===== config.mk =====
export PLATFORM = sky130hd
export DESIGN_NAME = clkout_pow2_div
export DESIGN_NICKNAME = d
export VERILOG_FILES = /design/src/rtl/clkout_div_pkg.sv /design/src/rtl/clkout_chain.sv /design/src/rtl/clkout_tap_sel.sv /design/src/rtl/clkout_stop_ctl.sv /design/src/rtl/clkout_path_mux.sv /design/src/rtl/clkout_pow2_div.sv
export SDC_FILE = /design/constraint.sdc
export NUM_CORES = 1
export LEC_CHECK = 0
export BUFFER_PORTS_ARGS = -buffer_cell sky130_fd_sc_hd__buf_2
export CORE_ASPECT_RATIO = 1.4
export CORE_MARGIN = 1
export CORE_UTILIZATION = 30
export CTS_CLUSTER_SIZE = 28
export DETAILED_ROUTE_END_ITERATION = 8
export PLACE_DENSITY_LB_ADDON = 0.12
export SYNTH_ARGS = -nofsm -noshare
export SYNTH_HDL_FRONTEND = slang
export SYNTH_SLANG_ARGS = --single-unit

===== constraint.sdc =====
create_clock -name clk_i -period 1.92 [get_ports clk_i]
set_input_delay 0.096 -clock clk_i [delete_from_list [all_inputs] [get_ports clk_i]]
set_output_delay 0.096 -clock clk_i [all_outputs]
set_load 0.02 [all_outputs]

===== src/rtl/clkout_div_pkg.sv =====
package clkout_div_pkg;

  // Number of divide-by-two stages used when no override is given.
  localparam int unsigned DEF_STAGES = 16;

  // Source that drives the output pin.
  typedef enum logic [1:0] {
    PATH_DIV    = 2'd0,
    PATH_BYPASS = 2'd1,
    PATH_TICK   = 2'd2
  } out_path_e;

  function automatic out_path_e pick_path(input logic bypass, input logic tick_sel);
    if (tick_sel)    return PATH_TICK;
    else if (bypass) return PATH_BYPASS;
    else             return PATH_DIV;
  endfunction

endpackage


===== src/rtl/clkout_chain.sv =====
// Toggle-stage chain: stage k flips when every lower stage is high and the chain advances.
module clkout_chain #(
  parameter int unsigned STAGES = 16
) (
  input  logic              clk_i,
  input  logic              rst_ni,
  input  logic              advance_i,
  output logic [STAGES-1:0] count_o
);

  logic [STAGES:0]   carry;
  logic [STAGES-1:0] stage_q;

  assign carry[0] = advance_i;

  for (genvar k = 0; k < STAGES; k++) begin : g_stage
    assign carry[k+1] = carry[k] & stage_q[k];

    always_ff @(posedge clk_i or negedge rst_ni) begin
      if (!rst_ni)       stage_q[k] <= 1'b0;
      else if (carry[k]) stage_q[k] <= ~stage_q[k];
    end
  end

  assign count_o = stage_q;

endmodule


===== src/rtl/clkout_tap_sel.sv =====
// Binary mux tree that picks one stage of the chain.
module clkout_tap_sel #(
  parameter int unsigned STAGES = 16,
  parameter int unsigned SEL_W  = $clog2(STAGES)
) (
  input  logic [STAGES-1:0] count_i,
  input  logic [SEL_W-1:0]  sel_i,
  output logic              tap_o
);

  localparam int unsigned LEAVES = 1 << SEL_W;

  // Level l of the tree holds LEAVES >> l nodes.
  logic [LEAVES-1:0] lvl [SEL_W+1];

  for (genvar i = 0; i < LEAVES; i++) begin : g_leaf
    if (i < STAGES) begin : g_real
      assign lvl[0][i] = count_i[i];
    end else begin : g_pad
      assign lvl[0][i] = 1'b0;
    end
  end

  for (genvar l = 0; l < SEL_W; l++) begin : g_lvl
    for (genvar n = 0; n < LEAVES; n++) begin : g_node
      if (n < (LEAVES >> (l + 1))) begin : g_mux
        assign lvl[l+1][n] = sel_i[l] ? lvl[l][2*n+1] : lvl[l][2*n];
      end else begin : g_unused
        assign lvl[l+1][n] = 1'b0;
      end
    end
  end

  assign tap_o = lvl[SEL_W][0];

endmodule


===== src/rtl/clkout_stop_ctl.sv =====
// The chain runs while enabled, and after enable drops it keeps running until the selected tap is low.
module clkout_stop_ctl (
  input  logic enable_i,
  input  logic tap_i,
  output logic advance_o
);

  always_comb begin
    advance_o = enable_i | tap_i;
  end

endmodule


===== src/rtl/clkout_path_mux.sv =====
module clkout_path_mux
  import clkout_div_pkg::*;
(
  input  logic clk_i,
  input  logic div_i,
  input  logic tick_i,
  input  logic bypass_i,
  input  logic tick_sel_i,
  output logic clk_o
);

  out_path_e path;

  always_comb begin
    path = pick_path(bypass_i, tick_sel_i);
    case (path)
      PATH_TICK:   clk_o = tick_i;
      PATH_BYPASS: clk_o = clk_i;
      PATH_DIV:    clk_o = div_i;
      default:     clk_o = 1'b0;
    endcase
  end

endmodule


===== src/rtl/clkout_pow2_div.sv =====
module clkout_pow2_div #(
  parameter int unsigned STAGES = clkout_div_pkg::DEF_STAGES,
  localparam int unsigned SEL_W = $clog2(STAGES)
) (
  input  logic             clk_i,
  input  logic             rst_ni,
  input  logic             enable_i,
  input  logic [SEL_W-1:0] sel_i,
  input  logic             bypass_i,
  input  logic             tick_sel_i,
  input  logic             tick_i,
  output logic             clk_o
);

  logic [STAGES-1:0] count_q;
  logic              tap_w;
  logic              advance_w;

  clkout_chain #(.STAGES(STAGES)) chain_i (
    .clk_i    (clk_i),
    .rst_ni   (rst_ni),
    .advance_i(advance_w),
    .count_o  (count_q)
  );

  clkout_tap_sel #(.STAGES(STAGES), .SEL_W(SEL_W)) tap_i (
    .count_i(count_q),
    .sel_i  (sel_i),
    .tap_o  (tap_w)
  );

  clkout_stop_ctl stop_i (
    .enable_i (enable_i),
    .tap_i    (tap_w),
    .advance_o(advance_w)
  );

  clkout_path_mux mux_i (
    .clk_i     (clk_i),
    .div_i     (tap_w),
    .tick_i    (tick_i),
    .bypass_i  (bypass_i),
    .tick_sel_i(tick_sel_i),
    .clk_o     (clk_o)
  );

endmodule


==> results.py <==
metrics = {
    "power": {
        "finalPower_mw": 1.22,
        "powerDensity_mw_per_mm2": 985,
        "peakVddDrop_mv": 0.415,
        "p_leak_nw": 0.530,
    },
    "placement": {
        "place_hpwl_mm": 1.36,
        "gp_congestion": 0.729,
        "post_dp_cell_area_mm2": 0.00112,
        "numPortBuffers": 10,
        "dpl.cell_count": 132,
    },
    "setup_path": {
        "path_cells": "mux4_2 -> mux4_2 -> o21ai_4 -> nand2_2 -> buf_6",
        "critPathMaxFanout": 3,
        "worst-setup-path-type": "reg -> out",
        "slowest_delay_ns": 0.56,
        "cp.required_ns": 1.82,
        "slowest_stage": "mux4_2",
        "start_kind": "flop",
        "crit_top_cell": "mux4_2",
        "critPathCaptureType": "output pin",
        "cp.buffers_inverters": 1,
        "cp_top_family": "multiplexers",
        "cp_data_arrival_time_ns": 2.00,
    },
    "timing": {
        "fmax_mhz": 477,
        "rsz0062_at_grt": "yes",
        "finClkSkew_ns": 0.00600,
        "period_share_pct": 109,
        "layout_setup_ws_ns": -0.177,
        "slew_headroom_pct": 68.5,
        "timing.final.crit_period_ns": 2.10,
        "hold_viol": 0,
        "final_max_slew_viol_count": 0,
        "tns_ns": -1.15,
        "tightestPinTransition_ns": 0.473,
        "setup_viol": 17,
    },
    "synthesis": {
        "synthesis.nets": 81,
        "yosysTopAreaCell": "dfrtp_1",
        "synthTopCellsByArea": "dfrtp_1 44%, xnor2_1 15%, mux4_1 12%",
        "synth_edf_count": 0,
        "synth_cells": 71,
        "synth_area_per_cell_um2": 12.8,
        "ys.flop_type": "dfrtp_1",
        "synth-seq-cells": 16,
        "ys_warn_count": 0,
        "syn_area_um2": 908,
        "synth.distinct_cells": 19,
        "synth_top_area_share_pct": 44.1,
        "yosysSeqAreaShare_pct": 44.1,
        "synth_commonest_cells": "16 x dfrtp_1, 16 x xnor2_1, 5 x o2111ai_1",
        "async_flop_share_pct": 100,
    },
    "final_layout": {
        "drive_above_1_share_pct": 51.5,
        "antenna_cells": 0,
        "final_cells": 138,
        "syn_to_final_growth_pct": 35.8,
        "final_core_util_pct": 42.9,
        "final_nets": 112,
        "largest_register_ffs": 16,
        "design_area_mm2": 0.00123,
    },
    "clocking": {
        "clk_path_buf_depth": 2,
        "clkLatencyLatePin_ns": 0.25,
        "root_buffer": "clkbuf_8",
        "numCtsBuffers": 3,
        "clkSlewWorstSetupHoldPaths_ns": 0.07,
        "cts_tree": "built",
        "ctsHtreeMaxLevel": 1,
    },
    "outcome": {
        "status": "finished, violations left",
        "violations": "negative setup slack",
    },
    "grt": {
        "antenna_found_initial": 0,
        "grt_pass1_vias": 749,
        "grt_start_max_net_pins": 17,
        "overflow": 0,
        "grt_use_total_pct": 15.0,
        "grt_pass1_wl_mm": 3.55,
    },
    "route": {
        "routed_wl_mm": 2.04,
        "drt_pass1_iterations": 4,
        "via_per_inst": 4.96,
        "ant_nets": 0,
        "drc_errors": 0,
        "num_vias": 685,
        "drtIter0Drc": 7,
        "wl_per_cell_um": 14.7,
    },
    "die": {
        "io_pins": 11,
        "die_h_um": 67.1,
        "fp.dieArea_mm2": 0.00325,
        "core-area_mm2": 0.00288,
        "start_util_pct": 31.6,
        "rows": 23,
        "die_w_um": 48.5,
    },
    "worst_hold_path": {
        "hold_path.class": "in -> async",
    },
    "flow_run": {
        "max_cap_violations": 0,
    },
}
## final timing paths
check                      slack [ns]  cells past startpoint             endpoint                 from
max                             -0.18                      5                clk_o  chain_i.count_o[15]
min                              0.29                      2  chain_i.count_o[15]               rst_ni
max reg2reg                     -0.12                      5   chain_i.count_o[6]  chain_i.count_o[15]
min reg2reg                      0.48                      1  chain_i.count_o[15]  chain_i.count_o[15]
max in group asynchronous        1.36                      2   chain_i.count_o[4]               rst_ni
min in group clk_i               0.38                      3   chain_i.count_o[0]             enable_i
## kinds of logic (layout without fill, tap and decap cells)
logic type | Yosys count | count (layout) | synth area share, %
buffers and inverters | 6 | 36 | 3.31
and+or+nand+nor | 11 | 11 | 7.16
xor gates and xnor gates | 16 | 16 | 15.4
AOI/OAI and AO/OA | 17 | 17 | 16.0
muxes | 5 | 5 | 14.0
DFF | 16 | 16 | 44.1
## what timing repair did
item / in CTS / in global routing
pin swaps: 7 / 2
gates resized for setup: 12 / 2
endpoints found under the setup margin: 16 / 18
hold endpoints to repair: 16 / 0
setup buffers: 2 / 0
hold buffers: 1 / 0
## routing by layer
layer	share of wire (%)	routed length [µm]	vias to the layer above	track usage, %
met2	53	1070	14	26.6
li1	-	-	327	-
met3	3.7	75	2	2.51
met4	0.93	19	0	7.35
met5	0	0	-	0
met1	43	871	342	17.7
## layout make-up
class | count | area [µm²]
clock buffers | 4 | 52.6
clock inverters | 2 | 7.51
fillers | 280 | 1640
inverters | 2 | 7.51
multi-input cells | 49 | 526
flip-flops and latches | 16 | 400
well taps | 37 | 46.3
repair buffers | 28 | 194
## cell usage in the layout, fill, tap and decap left out, types with 2 or more instances in the layout
| cell type | n |
|---|---|
| dfrtp_1 | 16 |
| o2111ai_2 | 5 |
| o211ai_1 | 2 |
| o211ai_2 | 4 |
| buf_2 | 9 |
| inv_1 | 4 |
| buf_6 | 2 |
| and3_1 | 3 |
| nand4_1 | 2 |
| o21ai_2 | 3 |
| buf_4 | 17 |
| xnor2_1 | 16 |
| mux4_2 | 4 |
| clkbuf_8 | 3 |
## report_power, final
part | switching (mW) | internal [mW] | total [mW]
logic | 0.224 | 0.239 | 0.463
registers | 0.0355 | 0.410 | 0.446
clock network | 0.144 | 0.162 | 0.306
total | 0.403 | 0.812 | 1.22
## metrics by stage
stage	hold slack [ns]	setup WS, ns
floorplan	-0.200	0.00548
global placement	0.0372	-0.0901
detailed placement	0.0439	-0.107
CTS	0.305	-0.281
global route	0.324	-0.275
finish	0.288	-0.177
Power figures use the tool's default switching activity.
